==> src/rtl/lpm_pkg.sv <==
package lpm_pkg;
   localparam int NUM_MODES = 7;
   localparam int M_ACT_HI  = 0;
   localparam int M_ACT_MED = 1;
   localparam int M_SUBACT  = 2;
   localparam int M_SLEEP   = 3;
   localparam int M_SUBSLP  = 4;
   localparam int M_WATCH   = 5;
   localparam int M_STANDBY = 6;
   localparam int FIRST_HALT = M_SLEEP;

   typedef struct packed {
      logic stby;
      logic watch;
      logic lowspd;
      logic medspd;
      logic direct;
   } lpm_ctrl_t;

   function automatic logic [NUM_MODES-1:0] mode_bit(input int idx);
      logic [NUM_MODES-1:0] v;
      v = '0;
      v[idx] = 1'b1;
      return v;
   endfunction
endpackage

==> src/rtl/lpm_next_sel.sv <==
module lpm_next_sel
   import lpm_pkg::*;
(
   input  logic [NUM_MODES-1:0] cur,
   input  logic                 sleep_req,
   input  logic                 wake_evt,
   input  lpm_ctrl_t            ctrl,
   output logic [NUM_MODES-1:0] nxt
);
   logic                 halted;
   logic [NUM_MODES-1:0] halt_pick;
   logic [NUM_MODES-1:0] wake_pick;
   logic [NUM_MODES-1:0] dir_pick;
   logic                 dir_hit;

   assign halted = |cur[NUM_MODES-1:FIRST_HALT];

   always_comb begin
      if (cur[M_SUBACT])
         halt_pick = ctrl.stby ? mode_bit(M_WATCH) : mode_bit(M_SUBSLP);
      else if (!ctrl.stby)
         halt_pick = mode_bit(M_SLEEP);
      else
         halt_pick = ctrl.watch ? mode_bit(M_WATCH) : mode_bit(M_STANDBY);
   end

   always_comb begin
      if (ctrl.lowspd)
         wake_pick = mode_bit(M_SUBACT);
      else
         wake_pick = ctrl.medspd ? mode_bit(M_ACT_MED) : mode_bit(M_ACT_HI);
   end

   always_comb begin
      dir_hit  = 1'b0;
      dir_pick = cur;
      if (ctrl.direct) begin
         if (cur[M_ACT_HI]) begin
            if (!ctrl.stby && ctrl.medspd && !ctrl.lowspd) begin
               dir_hit = 1'b1; dir_pick = mode_bit(M_ACT_MED);
            end else if (ctrl.stby && ctrl.watch && ctrl.lowspd) begin
               dir_hit = 1'b1; dir_pick = mode_bit(M_SUBACT);
            end
         end else if (cur[M_ACT_MED]) begin
            if (!ctrl.stby && !ctrl.medspd && !ctrl.lowspd) begin
               dir_hit = 1'b1; dir_pick = mode_bit(M_ACT_HI);
            end else if (ctrl.stby && ctrl.watch && ctrl.lowspd) begin
               dir_hit = 1'b1; dir_pick = mode_bit(M_SUBACT);
            end
         end else if (cur[M_SUBACT]) begin
            if (ctrl.stby && ctrl.watch && !ctrl.lowspd) begin
               dir_hit  = 1'b1;
               dir_pick = ctrl.medspd ? mode_bit(M_ACT_MED) : mode_bit(M_ACT_HI);
            end
         end
      end
   end

   always_comb begin
      nxt = cur;
      if (halted) begin
         if (wake_evt) nxt = wake_pick;
      end else if (sleep_req) begin
         nxt = dir_hit ? dir_pick : halt_pick;
      end
   end
endmodule

==> src/rtl/lpm_mode_reg.sv <==
module lpm_mode_reg
   import lpm_pkg::*;
#(
   parameter int RESET_MODE = M_ACT_HI
) (
   input  logic                 clk,
   input  logic                 rst_n,
   input  logic [NUM_MODES-1:0] nxt,
   output logic [NUM_MODES-1:0] cur
);
   if (RESET_MODE < 0 || RESET_MODE >= NUM_MODES) begin : g_bad_reset
      $error("lpm_mode_reg: RESET_MODE out of range");
   end

   for (genvar i = 0; i < NUM_MODES; i++) begin : g_bit
      localparam logic RST_VAL = (i == RESET_MODE);
      always_ff @(posedge clk or negedge rst_n) begin
         if (!rst_n) cur[i] <= RST_VAL;
         else        cur[i] <= nxt[i];
      end
   end
endmodule

==> src/rtl/lpm_sub_div.sv <==
module lpm_sub_div #(
   parameter int DIV_W      = 4,
   parameter bit RATIO_LOG2 = 1'b0
) (
   input  logic [1:0]       sel,
   output logic [DIV_W-1:0] div
);
   localparam int NEED_W = RATIO_LOG2 ? 2 : 4;

   if (DIV_W < NEED_W) begin : g_bad_width
      $error("lpm_sub_div: DIV_W too narrow for chosen encoding");
   end

   if (RATIO_LOG2) begin : g_log2
      always_comb begin
         if (sel[1])      div = DIV_W'(1);
         else if (sel[0]) div = DIV_W'(2);
         else             div = DIV_W'(3);
      end
   end else begin : g_ratio
      always_comb begin
         if (sel[1])      div = DIV_W'(2);
         else if (sel[0]) div = DIV_W'(4);
         else             div = DIV_W'(8);
      end
   end
endmodule

==> src/rtl/pwr_mode_ctrl.sv <==
module pwr_mode_ctrl
   import lpm_pkg::*;
#(
   parameter int DIV_W      = 4,
   parameter bit RATIO_LOG2 = 1'b0
) (
   input  logic                 clk,
   input  logic                 rst_n,
   input  logic                 sleep_req,
   input  logic                 wake_evt,
   input  logic                 stby_sel,
   input  logic                 watch_en,
   input  logic                 low_spd_on,
   input  logic                 med_spd_on,
   input  logic                 direct_xfer,
   input  logic [1:0]           sub_clk_sel,
   output logic [NUM_MODES-1:0] mode_oh,
   output logic [DIV_W-1:0]     sub_div
);
   lpm_ctrl_t            ctrl;
   logic [NUM_MODES-1:0] nxt_mode;

   assign ctrl = '{stby: stby_sel, watch: watch_en, lowspd: low_spd_on,
                   medspd: med_spd_on, direct: direct_xfer};

   lpm_next_sel u_next (
      .cur       (mode_oh),
      .sleep_req (sleep_req),
      .wake_evt  (wake_evt),
      .ctrl      (ctrl),
      .nxt       (nxt_mode)
   );

   lpm_mode_reg #(.RESET_MODE(M_ACT_HI)) u_reg (
      .clk   (clk),
      .rst_n (rst_n),
      .nxt   (nxt_mode),
      .cur   (mode_oh)
   );

   lpm_sub_div #(.DIV_W(DIV_W), .RATIO_LOG2(RATIO_LOG2)) u_div (
      .sel (sub_clk_sel),
      .div (sub_div)
   );
endmodule

==> config.mk <==
export PLATFORM = sky130hd
export DESIGN_NAME = pwr_mode_ctrl
export DESIGN_NICKNAME = d
export VERILOG_FILES = /design/src/rtl/lpm_pkg.sv /design/src/rtl/lpm_next_sel.sv /design/src/rtl/lpm_mode_reg.sv /design/src/rtl/lpm_sub_div.sv /design/src/rtl/pwr_mode_ctrl.sv
export SDC_FILE = /design/constraint.sdc
export NUM_CORES = 1
export LEC_CHECK = 0
export ABC_CLOCK_PERIOD_IN_PS = 5000
export BUFFER_PORTS_ARGS = -buffer_cell sky130_fd_sc_hd__buf_2
export CAP_MARGIN = 15
export CORE_ASPECT_RATIO = 1.2
export CORE_UTILIZATION = 35
export DETAILED_ROUTE_END_ITERATION = 8
export SLEW_MARGIN = 30
export SYNTH_ARGS = -nofsm -noshare
export SYNTH_HDL_FRONTEND = slang
export SYNTH_SLANG_ARGS = --single-unit
==> constraint.sdc <==
create_clock -name clk -period 5 [get_ports clk]
set_clock_uncertainty 0.15 [all_clocks]
set_input_delay 0.5 -clock clk [delete_from_list [all_inputs] [get_ports clk]]
set_output_delay 0.5 -clock clk [all_outputs]
set_load 0.02 [all_outputs]
======== Word-level counts from Yosys, hierarchy flattened ========
Index checks and enable logic that the tools add are counted.
word-level totals
  register bits ........................... 7
  input port bits ......................... 11
  output and inout port bits .............. 11
  word-level logic and storage cells ...... 58
operators by class
  equal/unequal tests ..................... 6
  mux-type cells .......................... 29
  reduce and logical (&&, ||, !) cells .... 16
operators with widths
  operator                                       count
  two-way mux 7 bit                              17
  two-way mux 1 bit                              8
  two-way mux 4 bit                              2
  logical AND 1 bit                              7
  AND reduction 7 bit                            1
  two-way mux 6 bit                              1
  != test 6 bit, second input constant           1
  != test 5 x 1 -> 1 bit, second input constant  1
  != test 5 x 2 -> 1 bit, second input constant  1
  != test 5 bit, second input constant           1
  AND reduction 5 bit                            1
  AND reduction 4 bit                            1
  OR reduction 4 bit                             1
  logical NOT 1 bit                              3
  != test 3 x 2 -> 1 bit, second input constant  1
  AND reduction 3 bit                            1
  two-way mux 2 bit                              1
  != test 2 bit, second input constant           1
  nonzero test 2 bit                             1

======== Longest topological paths before layout ========
  depth in word-level cells ............... 10
  depth in mapped cells ................... 6
  depth with buffers taken out ............ 5

======== Hierarchy ========
From an unflattened synthesis, not the netlist that was laid out.
unflattened totals
  cell total of the unflattened synthesis .. 70
  area total of the unflattened synthesis .. 576.8 sq um
modules (own cells, without submodules)
  module        instances  cells an instance  area an instance (sq um)  seq. area each (sq um)
  lpm_next_sel  1          58                 364.1                     0.0
  lpm_mode_reg  1          7                  176.4                     176.4
  lpm_sub_div   1          5                  36.3                      0.0

======== Worst setup path before layout ========
OpenSTA, ideal clock, no wires.
  path kind ............................... input to register
  from .................................... input low_spd_on
  to ...................................... register u_reg.cur[0]
  setup time .............................. 0.073 ns
  data arrival time ....................... 1.578 ns
  data required time ...................... 4.777 ns
  slack ................................... 3.199 ns
  stages .................................. 6
  buffers on the path ..................... 1
  cell sequence ........................... buf_2 > nand2b_1 > o21ai_4 > o221ai_2 > a2111o_1 > a21oi_1
on the way
  word-level cells in the longest chain between the ends .. 10
  elaborated cells between the ends (all ways) .. 28
  those cells by class .................... eq/ne: 1; mux: 21; reduce/logical: 6
ends and longest elaborated chain
  what                                                    RTL line                                                    source
  from (decl)                                             pwr_mode_ctrl.sv:13                                         input logic low_spd_on,
  logical NOT 1 bit                                       lpm_next_sel.sv:39, lpm_next_sel.sv:45, lpm_next_sel.sv:51
  logical AND 1 bit                                       lpm_next_sel.sv:51                                          if (ctrl.stby && ctrl.watch && !ctrl.lowspd) begin
  two-way mux 7 bit or two-way mux 1 bit (tied branches)  lpm_next_sel.sv:51
  two-way mux 7 bit or two-way mux 1 bit (tied branches)  lpm_next_sel.sv:50                                          end else if (cur[M_SUBACT]) begin
  two-way mux 7 bit or two-way mux 1 bit (tied branches)  lpm_next_sel.sv:44                                          end else if (cur[M_ACT_MED]) begin
  two-way mux 7 bit or two-way mux 1 bit (tied branches)  lpm_next_sel.sv:38                                          if (cur[M_ACT_HI]) begin
  two-way mux 7 bit or two-way mux 1 bit (tied branches)  lpm_next_sel.sv:37                                          if (ctrl.direct) begin
  two-way mux 7 bit                                       lpm_next_sel.sv:64                                          nxt = dir_hit ? dir_pick : halt_pick;
  two-way mux 7 bit                                       lpm_next_sel.sv:63                                          end else if (sleep_req) begin
  two-way mux 7 bit                                       lpm_next_sel.sv:61                                          if (halted) begin
  to (signal, indexed assignment)                         lpm_mode_reg.sv:19                                          else cur[i] <= nxt[i];
  to (decl)                                               lpm_mode_reg.sv:9                                           output logic [NUM_MODES-1:0] cur
Parallel ways exist; a longest one is shown, timed or not. The select of a mux whose other input is x is not followed.
A chain may end at the register's enable or synchronous reset.

======== Worst setup path in the final report ========
  from .................................... register u_reg.cur[4]
  to ...................................... register u_reg.cur[2]
on the way
  word-level cells in the longest chain between the ends .. 3
  elaborated cells between the ends (all ways) .. 8
  those cells by class .................... eq/ne: 4; mux: 1; reduce/logical: 3
ends and longest elaborated chain
  what                                                   RTL line            source
  OR reduction 4 bit (*)                                 lpm_next_sel.sv:16  assign halted = |cur[NUM_MODES-1:FIRST_HALT];
  != test 6 bit (no line), or another cell as far along  --
  AND reduction 5 bit (no line)                          --
Every way passes the cells marked *; elsewhere a longest branch is shown, timed or not.

==> flow_summary.json <==
{
  "finalCritPeriodShare": 0.360,
  "final_util": 0.467,
  "ys_warn_count": 0,
  "largest_register_ffs": 7,
  "hold_viol_final": 0,
  "placed_cell_area_um2": 647,
  "root_buffer": "clkbuf_4",
  "synth-compound-area-share": 0.335,
  "antennaDiodeCount": 0,
  "cp_top_family": "simple AND/OR/NAND/NOR gates",
  "synth_common_cells": "nand2_1 (10), dfrtp_1 (6), nor2_1 (6)",
  "cts.htree.levels": 1,
  "vias": 583,
  "yosysMostFrequentCell": "nand2_1",
  "grt_setup_unrepaired": "false",
  "die_width_um": 38.5,
  "placementRows": 15,
  "grt_start_max_net_pins": 14,
  "cts_tree": "done",
  "synthXorXnorAreaFrac": 0,
  "regMostFlops": "u_reg.cur",
  "clkTransAtPathRegs_ps": 50,
  "crit_arrival_ps": 1850,
  "critPathMaxFanout": 6,
  "yosysTopAreaCell": "dfrtp_1",
  "ys_types": 35,
  "synth_edf_count": 0,
  "drc": 0,
  "core_area_um2": 1460,
  "power_density_nw_per_um2": 569,
  "path_buf_inv": 0,
  "ys_ff_latch": 7,
  "grt_pass1_wl_um": 2060,
  "antenna_found_initial": 0,
  "grt_pass1_vias": 494,
  "fmax_ghz": 0.556,
  "place.port_buffers": 20,
  "maxSlewViolCount": 0,
  "syn-cell-area_um2": 561,
  "setup_violations": 0,
  "synth_top_family_by_area": "compound AO/OA/AOI/OAI gates",
  "area_delta_synth_final_pct": 21.9,
  "dpl.hpwl_um": 1020,
  "synth_fa_ha_area_frac": 0,
  "slowest_stage": "or4_1",
  "final_cell_area_um2": 683,
  "hold_depth": 2,
  "maxCapViolations": 0,
  "cp.required_ps": 5050,
  "fp.dieArea_um2": 1770,
  "drive_gt1_frac": 0.333,
  "syn_area_per_cell_um2": 7.89,
  "reg_top3": "u_reg.cur (7)",
  "p_leak_nw": 0.313,
  "rr_worst_depth": 5,
  "path_cells": "or4_1, nand2_1, nand2_2, o21ai_0, a31o_2",
  "worstSetupPathType": "reg -> reg",
  "cts_buffer_depth": 2,
  "synth_top_area_frac": 0.268,
  "finalNetCount": 102,
  "synth-seq-area-share": 0.315,
  "startpoint_type": "flip-flop",
  "clk_latency_ps": 260,
  "synthArstFlopShare": 1.00,
  "fin_crit_ps": 1800,
  "run_status": "completed",
  "ant_nets": 0,
  "fp.dieH_um": 45.8,
  "yosys-top-cells-area": "dfrtp_1 (27%), nand2_1 (6.7%), dfstp_2 (4.7%)",
  "numCtsBuffers": 3,
  "tns_ps": 0,
  "crit_path_end_kind": "flip-flop",
  "min_path_type": "in -> reg",
  "yosys_most_used_dff": "dfrtp_1",
  "post_cts_buffers": 0,
  "wl_per_cell_um": 12.5,
  "vias_per_cell": 5.45,
  "firstDrtPassIters": 4,
  "start_util": 0.383,
  "grt_usage": 0.171,
  "synthCells": 71,
  "critPathMaxStageDelay_ps": 630,
  "place_congestion": 0.840,
  "drt-initial-drc-count": 19,
  "synth-simple-area-share": 0.261,
  "globalRouteOverflowTotal": 0,
  "worst-path-stages": 5,
  "syn_nets": 82,
  "wl_um": 1340,
  "clock-sinks": 7,
  "synthMuxAreaShare": 0,
  "ir_drop_uv": 228,
  "io_pins": 22
}
path summary, 6_finish.rpt:
kind	from	slack (ps)	to
min in group asynchronous	rst_n	450	u_reg.cur[2]
hold reg to reg	u_reg.cur[3]	380	u_reg.cur[3]
hold / removal	wake_evt	360	u_reg.cur[5]
setup reg to reg	u_reg.cur[4]	3200	u_reg.cur[2]
setup / recovery	u_reg.cur[4]	3200	u_reg.cur[2]
max in group asynchronous	rst_n	4020	u_reg.cur[0]
cells by family after synthesis:
logic type / count (synthesis)
flip-flops: 7
buffers and inverters: 9
AO/OA/AOI/OAI: 25
other: 1
AND/OR/NAND/NOR: 29
cell type report:
type / count / area [µm²]
Clock buffer: 4 / 26.3
Tap cell: 17 / 21.3
Fill cell: 154 / 781
Inverter: 3 / 11.3
Multi-Input combinational cell: 55 / 338
Sequential cell: 7 / 176
Timing Repair Buffer: 21 / 110
report_power, final:
group / switching (mW) / internal (mW) / total (mW)
logic: 0.125 / 0.0873 / 0.213
clock network: 0.0223 / 0.0305 / 0.0529
registers: 0.0384 / 0.0845 / 0.123
worst register-to-register path, stage by stage (launching register included):
cell and delay, ps:
dfrtp_1 400, or4_1 630, nand2_1 180, nand2_2 90
o21ai_0 170, a31o_2 130
routing by layer:
metal | vias to the layer above | part of all wire | GRT usage | routed length [µm]
met2 | 18 | 0.47 | 0.243 | 628
li1 | 297 | - | - | -
met1 | 266 | 0.47 | 0.238 | 624
met4 | 0 | 0.0075 | 0.124 | 10
met5 | - | 0 | 0 | 0
met3 | 2 | 0.055 | 0.0147 | 74
placed cells by master (no fill, tap or decap), types with 2 or more instances in the layout:
cell,count
nand2_1,10
o31ai_1,2
dfrtp_1,6
inv_1,3
a21oi_1,5
nor3_1,3
nor2_1,6
o21ai_0,5
clkbuf_4,3
buf_2,20
what timing repair did:
action,4_1_cts,5_1_grt
resized for setup,0,0
endpoints found under the hold margin,6,0
hold buffers,1,0
stage by stage:
| step | power, mW | hold slack [ps] | setup slack (ps) | cells |
|---|---|---|---|---|
| 6_report | 0.388 | 356 | 3200 | 107 |
| 5_1_grt | 0.420 | 357 | 3120 | 107 |
| 4_1_cts | 0.391 | 341 | 3210 | 107 |
| 3_5_place_dp | 0.335 | 195 | 3020 | 102 |
| 3_3_place_gp | 0.337 | 191 | 3050 | 102 |
| 2_1_floorplan | 0.284 | 54.4 | 3200 | 71 |
No activity file was read; power rests on OpenSTA's default activity.
